[src/rtl/itc_pkg.sv]
// itc_pkg: constants and field packing helpers shared by the trigger
// configuration block. Assumes 32-bit configuration words, 2 bits per interrupt.
package itc_pkg;
    localparam int FIRST_SHARED = 32;
    localparam int IRQ_PER_WORD = 16;
    localparam int WORD_BITS    = 32;

    // Pull the upper bit of each 2-bit field into a 16-bit edge vector.
    function automatic logic [IRQ_PER_WORD-1:0] cfg_unpack(input logic [WORD_BITS-1:0] w);
        logic [IRQ_PER_WORD-1:0] r;
        for (int i = 0; i < IRQ_PER_WORD; i++) r[i] = w[2*i+1];
        return r;
    endfunction

    // Spread a 16-bit edge vector onto the upper bit of each field; lower bits stay 0.
    function automatic logic [WORD_BITS-1:0] cfg_pack(input logic [IRQ_PER_WORD-1:0] e);
        logic [WORD_BITS-1:0] r;
        r = '0;
        for (int i = 0; i < IRQ_PER_WORD; i++) r[2*i+1] = e[i];
        return r;
    endfunction
endpackage

[src/rtl/itc_cfg_port.sv]
// itc_cfg_port: decodes a configuration word index, forms the access mask
// from group bits and security state, and packs the read data.
// Assumes NUM_IRQ is a multiple of 32 and at least 64.
module itc_cfg_port
    import itc_pkg::*;
#(
    parameter int NUM_IRQ = 96,
    parameter int ADDR_W  = 6
) (
    input  logic                     clk,
    input  logic                     rst_n,
    input  logic [ADDR_W-1:0]        acc_word,
    input  logic                     acc_nonsec,
    input  logic                     sec_dis,
    input  logic [NUM_IRQ-33:0]      grp,
    input  logic [NUM_IRQ-33:0]      edge_q,
    output logic                     word_ok,
    output logic [ADDR_W-1:0]        slot_sel,
    output logic [IRQ_PER_WORD-1:0]  amask,
    output logic [WORD_BITS-1:0]     rdata
);
    localparam int NS         = NUM_IRQ - FIRST_SHARED;
    localparam int NSLOT      = NS / IRQ_PER_WORD;
    localparam int FIRST_WORD = FIRST_SHARED / IRQ_PER_WORD;
    localparam int END_WORD   = NUM_IRQ / IRQ_PER_WORD;

    logic [31:0]                         word_idx;
    logic [NSLOT-1:0][IRQ_PER_WORD-1:0]  grp_m;
    logic [NSLOT-1:0][IRQ_PER_WORD-1:0]  edge_m;
    logic [IRQ_PER_WORD-1:0]             grp16;
    logic [IRQ_PER_WORD-1:0]             edge16;
    logic                                full_access;

    // Range decode: only words holding shared, implemented interrupts are live.
    assign word_idx = 32'(acc_word);
    assign word_ok  = (word_idx >= 32'(FIRST_WORD)) && (word_idx < 32'(END_WORD));
    assign slot_sel = acc_word - ADDR_W'(FIRST_WORD);

    // Per-slot select of group and edge slices.
    for (genvar g = 0; g < NSLOT; g++) begin : g_slot
        assign grp_m[g]  = (slot_sel == ADDR_W'(g)) ? grp[g*IRQ_PER_WORD +: IRQ_PER_WORD]    : '0;
        assign edge_m[g] = (slot_sel == ADDR_W'(g)) ? edge_q[g*IRQ_PER_WORD +: IRQ_PER_WORD] : '0;
    end

    // OR-reduce the one-hot selected slices.
    always_comb begin
        grp16  = '0;
        edge16 = '0;
        for (int g = 0; g < NSLOT; g++) begin
            grp16  = grp16 | grp_m[g];
            edge16 = edge16 | edge_m[g];
        end
    end

    // Access mask: secure or security disabled sees everything, else group 1 only.
    assign full_access = !acc_nonsec || sec_dis;
    assign amask       = full_access ? '1 : grp16;

    // Read data: packed, masked edge bits, zero when out of range.
    assign rdata = word_ok ? cfg_pack(edge16 & amask) : '0;

    // out-of-range words read as zero.
    a_r4_oob_reads_zero: assert property (@(posedge clk) disable iff (!rst_n)
        !word_ok |-> (rdata == '0));
    // the lower bit of every field is zero on read.
    a_r3_low_bits_zero: assert property (@(posedge clk) disable iff (!rst_n)
        (rdata & 32'h5555_5555) == '0);
endmodule

[src/rtl/itc_edge_store.sv]
// itc_edge_store: holds one edge-trigger bit per shared interrupt, in
// 16-bit slots, and applies masked configuration writes to the addressed slot.
// Assumes word_ok already excludes internal and unimplemented words.
module itc_edge_store
    import itc_pkg::*;
#(
    parameter int NUM_IRQ = 96,
    parameter int ADDR_W  = 6
) (
    input  logic                     clk,
    input  logic                     rst_n,
    input  logic                     wr_en,
    input  logic                     word_ok,
    input  logic [ADDR_W-1:0]        slot_sel,
    input  logic [IRQ_PER_WORD-1:0]  amask,
    input  logic [WORD_BITS-1:0]     wdata,
    output logic [NUM_IRQ-33:0]      edge_q
);
    localparam int NS    = NUM_IRQ - FIRST_SHARED;
    localparam int NSLOT = NS / IRQ_PER_WORD;

    logic [IRQ_PER_WORD-1:0] wbits;

    // Keep only the odd-position bits of the written word.
    assign wbits = cfg_unpack(wdata);

    for (genvar g = 0; g < NSLOT; g++) begin : g_slot
        logic [IRQ_PER_WORD-1:0] slot_q;
        logic                    hit;

        assign hit = wr_en && word_ok && (slot_sel == ADDR_W'(g));

        // Slot register: merge write bits under the access mask.
        always_ff @(posedge clk) begin
            if (!rst_n)   slot_q <= '0;
            else if (hit) slot_q <= (slot_q & ~amask) | (wbits & amask);
        end

        assign edge_q[g*IRQ_PER_WORD +: IRQ_PER_WORD] = slot_q;
    end

    // writes to out-of-range words leave every edge bit untouched.
    a_r4_oob_write_ignored: assert property (@(posedge clk) disable iff (!rst_n)
        (wr_en && !word_ok) |=> $stable(edge_q));
    // with no write strobe the configuration holds.
    a_r7_hold_without_write: assert property (@(posedge clk) disable iff (!rst_n)
        !wr_en |=> $stable(edge_q));
endmodule

[src/rtl/itc_line_latch.sv]
// itc_line_latch: registers the interrupt lines, detects rising edges and
// keeps the edge pending latches; level interrupts report the registered level.
// Assumes lines are synchronous to clk.
module itc_line_latch #(
    parameter int NS = 64
) (
    input  logic          clk,
    input  logic          rst_n,
    input  logic [NS-1:0] line_i,
    input  logic [NS-1:0] clr_i,
    input  logic [NS-1:0] edge_i,
    output logic [NS-1:0] pend_o
);
    logic [NS-1:0] lvl_q;
    logic [NS-1:0] pend_q;
    logic [NS-1:0] rise;
    logic [NS-1:0] set_v;

    // Change detection against the stored level: only a 0-to-1 change counts.
    assign rise  = line_i & ~lvl_q;
    assign set_v = rise & edge_i;

    // Stored level tracks the line each cycle.
    always_ff @(posedge clk) begin
        if (!rst_n) lvl_q <= '0;
        else        lvl_q <= line_i;
    end

    // Pending latch: a set from an edge event takes priority over a clear.
    always_ff @(posedge clk) begin
        if (!rst_n) pend_q <= '0;
        else        pend_q <= (pend_q & ~clr_i) | set_v;
    end

    // Reported pending: latched edges plus the live level of level interrupts.
    assign pend_o = pend_q | (lvl_q & ~edge_i);

    // an edge event sets its latch on the next edge.
    a_r8_edge_sets_latch: assert property (@(posedge clk) disable iff (!rst_n)
        (|set_v) |=> ((pend_q & $past(set_v)) == $past(set_v)));
    // a clear without a concurrent set empties the latch.
    a_r11_clear_takes: assert property (@(posedge clk) disable iff (!rst_n)
        (|(clr_i & ~set_v)) |=> ((pend_q & $past(clr_i & ~set_v)) == '0));
    // a latch bit never rises without an edge event the cycle before.
    a_r10_no_spurious_set: assert property (@(posedge clk) disable iff (!rst_n)
        ((pend_q & ~$past(pend_q) & ~$past(set_v)) == '0));
endmodule

[src/rtl/itc_trigger_pend.sv]
// itc_trigger_pend: top of the trigger configuration and pending latch.
// Connects the configuration port decode, the edge bitmap and the line latch.
// Assumes NUM_IRQ is a multiple of 32 and at least 64.
module itc_trigger_pend
    import itc_pkg::*;
#(
    parameter int NUM_IRQ = 96,
    parameter int ADDR_W  = 6
) (
    input  logic                  clk,
    input  logic                  rst_n,
    input  logic                  sec_dis,
    input  logic [NUM_IRQ-33:0]   grp,
    input  logic                  acc_wr,
    input  logic                  acc_nonsec,
    input  logic [ADDR_W-1:0]     acc_word,
    input  logic [31:0]           acc_wdata,
    output logic [31:0]           acc_rdata,
    input  logic [NUM_IRQ-33:0]   line_in,
    input  logic [NUM_IRQ-33:0]   clr_pend,
    output logic [NUM_IRQ-33:0]   pend_out
);
    localparam int NS = NUM_IRQ - FIRST_SHARED;

    logic                    word_ok;
    logic [ADDR_W-1:0]       slot_sel;
    logic [IRQ_PER_WORD-1:0] amask;
    logic [NS-1:0]           edge_q;
    logic                    restricted;

    // Address decode, access mask and read packing.
    itc_cfg_port #(.NUM_IRQ(NUM_IRQ), .ADDR_W(ADDR_W)) u_port (
        .clk        (clk),
        .rst_n      (rst_n),
        .acc_word   (acc_word),
        .acc_nonsec (acc_nonsec),
        .sec_dis    (sec_dis),
        .grp        (grp),
        .edge_q     (edge_q),
        .word_ok    (word_ok),
        .slot_sel   (slot_sel),
        .amask      (amask),
        .rdata      (acc_rdata)
    );

    // Edge-trigger bitmap.
    itc_edge_store #(.NUM_IRQ(NUM_IRQ), .ADDR_W(ADDR_W)) u_store (
        .clk      (clk),
        .rst_n    (rst_n),
        .wr_en    (acc_wr),
        .word_ok  (word_ok),
        .slot_sel (slot_sel),
        .amask    (amask),
        .wdata    (acc_wdata),
        .edge_q   (edge_q)
    );

    // Line sampling and pending latches.
    itc_line_latch #(.NS(NS)) u_latch (
        .clk    (clk),
        .rst_n  (rst_n),
        .line_i (line_in),
        .clr_i  (clr_pend),
        .edge_i (edge_q),
        .pend_o (pend_out)
    );

    // Restricted access: non-secure while security is enabled.
    assign restricted = acc_nonsec && !sec_dis;

    // a restricted write never changes a group-0 interrupt's trigger mode.
    a_r5_group0_kept: assert property (@(posedge clk) disable iff (!rst_n)
        (acc_wr && restricted) |=> ((edge_q & ~$past(grp)) == ($past(edge_q) & ~$past(grp))));
endmodule

[config.mk]
export PLATFORM = sky130hd
export DESIGN_NAME = itc_trigger_pend
export DESIGN_NICKNAME = d
export VERILOG_FILES = /design/src/rtl/itc_pkg.sv /design/src/rtl/itc_cfg_port.sv /design/src/rtl/itc_edge_store.sv /design/src/rtl/itc_line_latch.sv /design/src/rtl/itc_trigger_pend.sv
export SDC_FILE = /design/constraint.sdc
export NUM_CORES = 1
export LEC_CHECK = 0
export BUFFER_PORTS_ARGS = -buffer_cell sky130_fd_sc_hd__buf_4
export CORE_ASPECT_RATIO = 1.5
export CORE_UTILIZATION = 45
export DETAILED_ROUTE_END_ITERATION = 10
export PLACE_DENSITY = 0.84
export SETUP_SLACK_MARGIN = 0.1
export SKIP_CTS_REPAIR_TIMING = 1
export SLEW_MARGIN = 20
export SYNTH_ARGS = -nofsm -noshare
export SYNTH_HDL_FRONTEND = slang
export SYNTH_HIERARCHICAL = 1
export SYNTH_SLANG_ARGS = --single-unit
[constraint.sdc]
create_clock -name clk -period 2.28 [get_ports clk]
set_input_delay 0.342 -clock clk [delete_from_list [all_inputs] [get_ports clk]]
set_output_delay 0.342 -clock clk [all_outputs]
set_load 0.02 [all_outputs]
==> summary.txt, run 1 <==
STA
  – Setup ws final: 0.0133 ns
  – Crit path time final: 2.27 ns
  – RSZ-0062 raised after global routing: yes
  – Rel. slew slack: 62.7%
  – Period utilization: 99.4%
  – Slew Viols, Final: 0
  – Final hold viol count: 0
  – Max Clk Rate: 441 MHz
  – Worst-margin pin slew: 0.559 ns
  – Max Clock Skew: 0.00716 ns
  – Final setup violation count: 0

Worst setup path
  – Worst Setup Start Kind: input pin
  – Peak fanout along the critical path: 10
  – Critical Path Source: acc_word[1]
  – CP Data Arrival Time: 1.92 ns
  – WP data required: 1.94 ns
  – Reg2reg path depth: 2
  – CP Capture Type: output port
  – Crit Path Class: in2out
  – Reg2reg end: u_latch/pend_q[50]
  – Worst reg-to-reg setup slack: 1.42 ns

CTS
  – CTS clk-pin slew, worst paths: 0.07 ns
  – CTS Sinks: 192
  – Clock Latency Late Sink: 0.44 ns
  – CTS buffer count: 17
  – Clock buffer depth: 2
  – Htree depth: 4
  – CTS tree: done
  – Clk root buf: clkbuf_16

Detailed routing
  – Vias/cell: 5.29
  – DR pass1 iterations: 5
  – Wirelength per Cell: 17.1 um
  – Antenna viol nets, final: 0
  – Vias: 8,179
  – Final WL: 26,500 um
  – Residual DRC count: 0
  – Initial drt markers: 450

Global route
  – Largest net degree at the start of global routing: 64
  – First-pass GRT wire length: 40,500 um
  – Initial antenna violation count: 1
  – GR Overflow Total: 0
  – GR Util All Layers: 25.0%
  – Number of global-route vias before repair: 8,132

Power
  – Leak: 6.47 nW
  – Peak supply drop: 398 uV
  – Final Power: 0.00771 W
  – Pwr Density: 610 nW/um^2

Yosys
  – Post-synth top flop: dfxtp_1
  – Post-Synthesis Cells: 961
  – Syn Area/Cell: 9.44 sq um
  – Ys Warns: 6
  – Post-synthesis sequential area ratio: 42.4%
  – EDFF count, synth: 0
  – Post-synth ARST share: 0%
  – Register bit total from synthesis: 192
  – Post-Synthesis Cell Area: 9070 sq um
  – Synth cell types: 37

Floorplanning
  – Die area: 20,700 sq um
  – IO Count: 331
  – DIE HEIGHT: 176 um
  – Die X: 118 um
  – Core area: 19,800 sq um
  – # rows: 63
  – Initial Util: 45.8%

Final layout
  – Most frequent cells in the layout: buf_4, dfxtp_1, nand2_1
  – Most common cell after layout, fill and taps aside: buf_4
  – Final net count: 1,512
  – Layout Area Growth over Synthesis: 39.4%
  – Share of post-route cells with drive strength above 1: 34.1%

Hold path
  – Critical hold path startpoint: line_in[19]
  – Min-Delay Endpoint: u_latch/lvl_q[19]
  – Hold Path Class: in2reg
  – WHS Path Cells: 3

Status
  – Status: finished clean

Flow run
  – Max-Cap Viols: 0

Place
  – Place WS: -0.119 ns
  – PortBufs: 298
  – Final HPWL DP: 20,000 um
  – Placer Congestion: 0.817
where the power goes:
part | leakage (nW) | switching [W] | internal [W]
Sequential | 1.56 | 0.0000308 | 0.00341
Combinational | 4.59 | 0.000500 | 0.000539
Clock | 0.307 | 0.00129 | 0.00194
critical path: stages:
cell	delay [ns]
buf_8	0.08
clkinvlp_4	0.10
ha_4	0.17
or2_4	0.23
a221oi_4	0.33
o311ai_4	0.18
buf_12	0.19
nor3_4	0.14
buf_6	0.14
worst max path at each step:
stage	to	slack [ns]	cells past startpoint
floorplan	acc_rdata[11]	-0.1	8
global placement	flip-flop	-0.03	12
detailed placement	flip-flop	-0.12	12
CTS	acc_rdata[7]	-0.05	6
global route	acc_rdata[11]	-0.05	9
finish	acc_rdata[11]	0.01	9
cells in the mapped netlist (6+ instances only):
master	instances	area, sq um
dfxtp_1	192	3840
nand2_1	145	544
inv_1	134	503
a21o_1	80	601
nand3b_1	65	488
mux2i_1	64	641
nand3_1	64	320
o31ai_1	63	473
mux4_2	32	721
buf_4	23	173
buf_2	18	90.1
o21ai_0	16	80.1
clkbuf_1	15	56.3
nor3_2	11	110
buf_6	9	101
nor3_1	6	30.0
logic make-up after synthesis:
family | after synthesis | synth area share (%)
muxes | 96 | 15.0
and+or+nand+nor | 303 | 18.0
buffers and inverters | 200 | 10.2
other | 1 | 0.0414
adders and majority gates | 2 | 0.276
DFF | 192 | 42.4
AOI/OAI and AO/OA | 164 | 13.8
xor gates and xnor gates | 3 | 0.290
layer usage:
layer | GRT usage (%) | part of all wire, %
met2 | 43.3 | 50
met4 | 13.7 | 4.1
met1 | 28.0 | 39
met5 | 0 | 0
met3 | 6.40 | 6.5
cell type report:
cell class                      instances  area [sq um]
Fill cell                            1600          7140
Multi-Input combinational cell        584          4530
Sequential cell                       192          3840
Timing Repair Buffer                  346          2790
Inverter                              134           510
Clock buffer                           21           480
Tap cell                              260           325
Clock inverter                          9           154
Antenna cell                            1          2.50
metrics by stage:
stage | TNS, ns | utilization [%] | instance area, sq um | std cells | hold WS, ns
after floorplan | -1.31 | - | 9330 | 976 | 0.419
after global placement | -0.415 | 60.0 | 11900 | 1513 | 0.422
after detailed placement | -5.27 | 60.0 | 11900 | 1513 | 0.427
after CTS | -0.241 | 63.2 | 12500 | 1543 | 0.0823
after global routing | -0.263 | 63.9 | 12600 | 1546 | 0.0975
final | 0 | 63.9 | 12600 | 1547 | 0.104
Note: power is estimated with default switching activity, not from simulation.
==> run 2, diff against run 1 <==
==> constraint.sdc (replaced) <==
create_clock -name clk -period 2.28 [get_ports clk]
set_input_delay 0.228 -clock clk [delete_from_list [all_inputs] [get_ports clk]]
set_output_delay 0.228 -clock clk [all_outputs]
set_load 0.02 [all_outputs]
==> summary.txt, run 2 (synthesized netlist as in run 1, its figures left out) <==
CTS
  – Clk root buf: clkbuf_16
  – Clock buffer depth: 2 (unchanged)
  – CTS buffer count: 17 (unchanged)
  – CTS Sinks: 192 (unchanged)
  – CTS clk-pin slew, worst paths: 0.07 ns (about the same)
  – Htree depth: 4 (unchanged)
  – Clock Latency Late Sink: 0.44 ns (about the same)
  – CTS tree: done

Detailed routing
  – Vias: 8,123 (-0.68%)
  – Vias/cell: 5.25 (-0.75%)
  – DR pass1 iterations: 5 (unchanged)
  – Final WL: 26,800 um (+1.4%)
  – Antenna viol nets, final: 0 (unchanged)
  – Initial drt markers: 466 (+3.6%)
  – Residual DRC count: 0 (unchanged)
  – Wirelength per Cell: 17.3 um (+1.3%)

STA
  – Crit path time final: 2.17 ns (-0.100 ns)
  – Slew Viols, Final: 0 (unchanged)
  – Max Clk Rate: 462 MHz (+4.6%)
  – Rel. slew slack: 64.2% (+1.6 points)
  – Final setup violation count: 0 (unchanged)
  – Worst hold margin: -0.0117 ns (-0.115 ns)
  – Period utilization: 95.0% (-4.4 points)
  – RSZ-0062 raised after global routing: yes
  – Worst-margin pin slew: 0.535 ns (-0.0236 ns)
  – Final hold viol count: 21 (+21)
  – Setup TNS: 0 ns (unchanged)
  – Max Clock Skew: 0.00846 ns (+0.00130 ns)

Floorplanning
  – Core area: 19,800 sq um (unchanged)
  – Die X: 118 um (unchanged)
  – Initial Util: 45.8% (unchanged)
  – Die area: 20,700 sq um (unchanged)
  – IO Count: 331 (unchanged)
  – # rows: 63 (unchanged)
  – DIE HEIGHT: 176 um (unchanged)

Global route
  – Initial antenna violation count: 1 (unchanged)
  – Largest net degree at the start of global routing: 74 (+16%)
  – Number of global-route vias before repair: 7,971 (-2.0%)
  – First-pass GRT wire length: 40,900 um (+1.0%)
  – GR Overflow Total: 0 (unchanged)
  – GR Util All Layers: 25.2% (+0.18 points)

Status
  – Failing checks: negative hold slack
  – Status: finished, violations left

Power
  – Flop pwr share: 46.9% (+2.2 points)
  – Final Power: 0.00734 W (-4.9%)
  – Switching portion of total power: 25.9% (+2.3 points)
  – Switching power: 0.00190 W (+4.6%)
  – Power share of the clock group: 38.9% (-3.0 points)
  – Leak: 6.23 nW (-3.7%)
  – Peak supply drop: 487 uV (+22%)
  – Pwr Density: 591 nW/um^2 (-3.1%)
  – Cell-internal power: 0.00544 W (-7.8%)
  – Comb power frac: 14.2% (+0.7 points)

Worst setup path
  – CP Capture Type: output port
  – Crit Path Class: in2out
  – Critical Path Source: acc_word[2]
  – WP data required: 2.05 ns (+0.11 ns)
  – CP Data Arrival Time: 1.94 ns (+0.02 ns)
  – Peak fanout along the critical path: 7 (-3)
  – Worst Setup Start Kind: input pin

Final layout
  – Most frequent cells in the layout: buf_4, dfxtp_1, nand2_1
  – Most common cell after layout, fill and taps aside: buf_4
  – Final net count: 1,512 (unchanged)
  – Fin util: 62.7% (-1.2 points)
  – Antenna cells: 0 (-1)
  – Layout Area Growth over Synthesis: 36.9%
  – Fill cells: 1,648 (+3.0%)
  – Share of post-route cells with drive strength above 1: 32.8% (-1.3 points)

Hold path
  – Critical hold path startpoint: line_in[10]
  – Hold Path Class: in2reg

Flow run
  – Max-Cap Viols: 0 (unchanged)

Place
  – Final HPWL DP: 19,500 um (-2.1%)
  – PortBufs: 298 (unchanged)
  – Placer Congestion: 0.844 (+3.3%)
-- run 2: cell types whose count changed in the layout (fill, tap and decap cells not counted), sizes merged --
cell,delta
inv,+5
bufinv,-4
buf,-14
diode,-1
dlygate4sd3,+13
clkinv,+2
-- run 2: worst paths after layout --
| kind | end | slack (ns) | depth (start not counted) |
|---|---|---|---|
| hold reg to reg | u_latch/pend_q[29] | 0.44 | 1 |
| setup / recovery | acc_rdata[5] | 0.11 | 9 |
| setup reg to reg | u_latch/pend_q[17] | 1.42 | 2 |
| hold / removal | u_latch/lvl_q[10] | -0.01 | 3 |
-- run 2: routing by layer --
metal	track usage, %	routed length, um	vias up
li1	-	-	3898
met1	29.8	10800	3861
met2	43.3	13400	301
met3	5.19	1470	61
met4	12.4	1090	2
met5	0	17	-
-- run 2: metrics by stage --
step	cells	worst slack, ns	cell area (sq um)
final	1548	0.113	12400
after CTS	1528	-0.0146	12200
after floorplan	976	0.0360	9190
after global routing	1548	0.0494	12400
after detailed placement	1496	-0.0143	11600
after global placement	1496	0.0413	11600
-- run 2: worst max-delay path, cell delays in order --
cell,delay (ns)
buf_8,0.08
clkinvlp_4,0.11
ha_4,0.19
or2_4,0.23
a221oi_4,0.31
o311ai_4,0.20
clkbuf_16,0.24
nor3_2,0.18
buf_4,0.17
-- run 2: power groups by stage --
stage / sequential [W] / combinational (W) / clock, W
CTS: 0.00344 / 0.00100 / 0.00290
floorplan: 0.00351 / 0.000525 / 0
finish: 0.00344 / 0.00104 / 0.00285
detailed placement: 0.00352 / 0.000997 / 0
global placement: 0.00352 / 0.000984 / 0
global route: 0.00345 / 0.00111 / 0.00303
-- run 2: area by class of cell --
cell class                 count  area, sq um  area share, %
timing repair buffer         346         2740           22.1
clock inverter                12          101          0.817
clock buffer                  20          457           3.68
multi-input combinational    584         4430           35.7
inverter                     134          510           4.11
sequential                   192         3840           31.0
tap                          260          325           2.62
==> run 3, diff against run 2 <==
--- a/config.mk
+++ b/config.mk
@@ -6,7 +6,6 @@
 export NUM_CORES = 1
 export LEC_CHECK = 0
 export BUFFER_PORTS_ARGS = -buffer_cell sky130_fd_sc_hd__buf_4
-export CORE_ASPECT_RATIO = 1.5
 export CORE_UTILIZATION = 45
 export DETAILED_ROUTE_END_ITERATION = 10
 export PLACE_DENSITY = 0.84
==> summary.txt, run 3 (synthesized netlist as in run 1, its figures left out) <==
Floorplanning
  – # rows: 51 (-19%)
  – Core area: 19,600 sq um (-0.99%)
  – Die X: 144 um (+22%)
  – DIE HEIGHT: 144 um (-18%)
  – Initial Util: 46.3% (+0.46 points)
  – Die area: 20,700 sq um (about the same)
  – IO Count: 331 (unchanged)

Final layout
  – Share of post-route cells with drive strength above 1: 32.8% (about the same)
  – Layout Area Growth over Synthesis: 36.2%
  – Fin util: 63.1% (+0.33 points)
  – Most frequent cells in the layout: buf_4, dfxtp_1, nand2_1
  – Final net count: 1,499 (-0.86%)
  – Most common cell after layout, fill and taps aside: buf_4
  – Antenna cells: 0 (unchanged)

Place
  – Placer Congestion: 0.891 (+5.5%)
  – PortBufs: 298 (unchanged)
  – Final HPWL DP: 19,200 um (-1.9%)

Worst setup path
  – CP Capture Type: output port
  – Peak fanout along the critical path: 6 (-1)
  – CP Data Arrival Time: 1.92 ns (-0.02 ns)
  – WP data required: 2.05 ns (about the same)
  – Crit Path Class: in2out
  – Worst Setup Start Kind: input pin

STA
  – Final setup violation count: 0 (unchanged)
  – Slew Viols, Final: 0 (unchanged)
  – Period utilization: 94.0% (-1.0 points)
  – Worst-margin pin slew: 0.861 ns (+0.325 ns)
  – RSZ-0062 raised after global routing: yes
  – Setup TNS: 0 ns (unchanged)
  – Max Clock Skew: 0.0148 ns (+0.00634 ns)
  – Rel. slew slack: 42.6% (-22 points)
  – Crit path time final: 2.14 ns (-0.0234 ns)
  – Final hold viol count: 0 (-100%)
  – Max Clk Rate: 467 MHz (+1.1%)

Detailed routing
  – Initial drt markers: 503 (+7.9%)
  – DR pass1 iterations: 5 (unchanged)
  – Vias/cell: 5.23 (-0.24%)
  – Wirelength per Cell: 16.8 um (-3.2%)
  – Final WL: 25,800 um (-3.7%)
  – Residual DRC count: 0 (unchanged)
  – Antenna viol nets, final: 0 (unchanged)
  – Vias: 8,056 (-0.82%)

Global route
  – GR Overflow Total: 0 (unchanged)
  – GR Util All Layers: 24.4% (-0.85 points)
  – First-pass GRT wire length: 38,700 um (-5.4%)
  – Number of global-route vias before repair: 7,665 (-3.8%)
  – Initial antenna violation count: 0 (-1)
  – Largest net degree at the start of global routing: 66 (-11%)

Power
  – Peak supply drop: 452 uV (-7.1%)
  – Leak: 6.19 nW (-0.64%)
  – Comb power frac: 13.4% (-0.8 points)
  – Cell-internal power: 0.00577 W (+6.2%)
  – Switching portion of total power: 24.0% (-2.0 points)
  – Power share of the clock group: 41.3% (+2.4 points)
  – Pwr Density: 615 nW/um^2 (+4.0%)
  – Flop pwr share: 45.4% (-1.5 points)
  – Switching power: 0.00182 W (-4.3%)

Hold path
  – Hold Path Class: in2reg

CTS
  – Clock Latency Late Sink: 0.43 ns (about the same)
  – CTS Sinks: 192 (unchanged)
  – Htree depth: 4 (unchanged)
  – Clk root buf: clkbuf_16
  – CTS tree: done
  – Clock buffer depth: 2 (unchanged)
  – CTS clk-pin slew, worst paths: 0.07 ns (about the same)
  – CTS buffer count: 17 (unchanged)

Flow run
  – Max-Cap Viols: 0 (unchanged)

Status
  – Status: finished clean
## run 3: layout make-up
class                      count  area [sq um]
clock inverter                13           185
inverter                     134           510
tap                          265           332
multi-input combinational    584          4440
sequential                   192          3840
timing repair buffer         333          2610
clock buffer                  18           429
fill                        1603          7240
## run 3: final timing paths
path	cells after the start	start	slack, ns	end
min	3	line_in[18]	0.002	u_latch/lvl_q[18]
max	9	acc_word[1]	0.14	acc_rdata[15]
min reg2reg	1	u_latch/lvl_q[5]	0.44	u_latch/pend_q[5]
max reg2reg	2	flip-flop	1.44	u_latch/pend_q[8]
## run 3: routing by layer
metal / up-vias / global-route usage, % / wire (um)
li1: 3882 / - / -
met5: - / 0 / 0
met1: 3849 / 31.1 / 11400
met2: 284 / 39.4 / 12100
met4: 0 / 10.2 / 571
met3: 41 / 5.63 / 1730
## run 3: power by group through the flow
stage               logic, W  clock network, W  registers [W]
floorplan           0.000525                 0        0.00351
global placement    0.000979                 0        0.00352
detailed placement  0.000993                 0        0.00352
CTS                 0.000998           0.00320        0.00344
global route         0.00109           0.00333        0.00345
finish               0.00102           0.00313        0.00344
## run 3: critical path, stage by stage
cell        delay [ns]
buf_4             0.12
clkinvlp_4        0.11
ha_4              0.18
or2_4             0.23
a221oi_4          0.33
o311ai_4          0.18
buf_6             0.19
nor3_2            0.18
buf_4             0.17
## run 3: stage by stage
step                area, sq um  hold WS, ns  worst slack (ns)  instances  power [W]
floorplan                  9190        0.340            0.0360        976    0.00404
global placement          11600        0.421            0.0700       1501    0.00449
detailed placement        11600        0.430            0.0184       1501    0.00451
CTS                       12200      -0.0196            0.0889       1532    0.00764
global route              12400      0.00100            0.0706       1539    0.00786
finish                    12400      0.00196             0.137       1539    0.00759
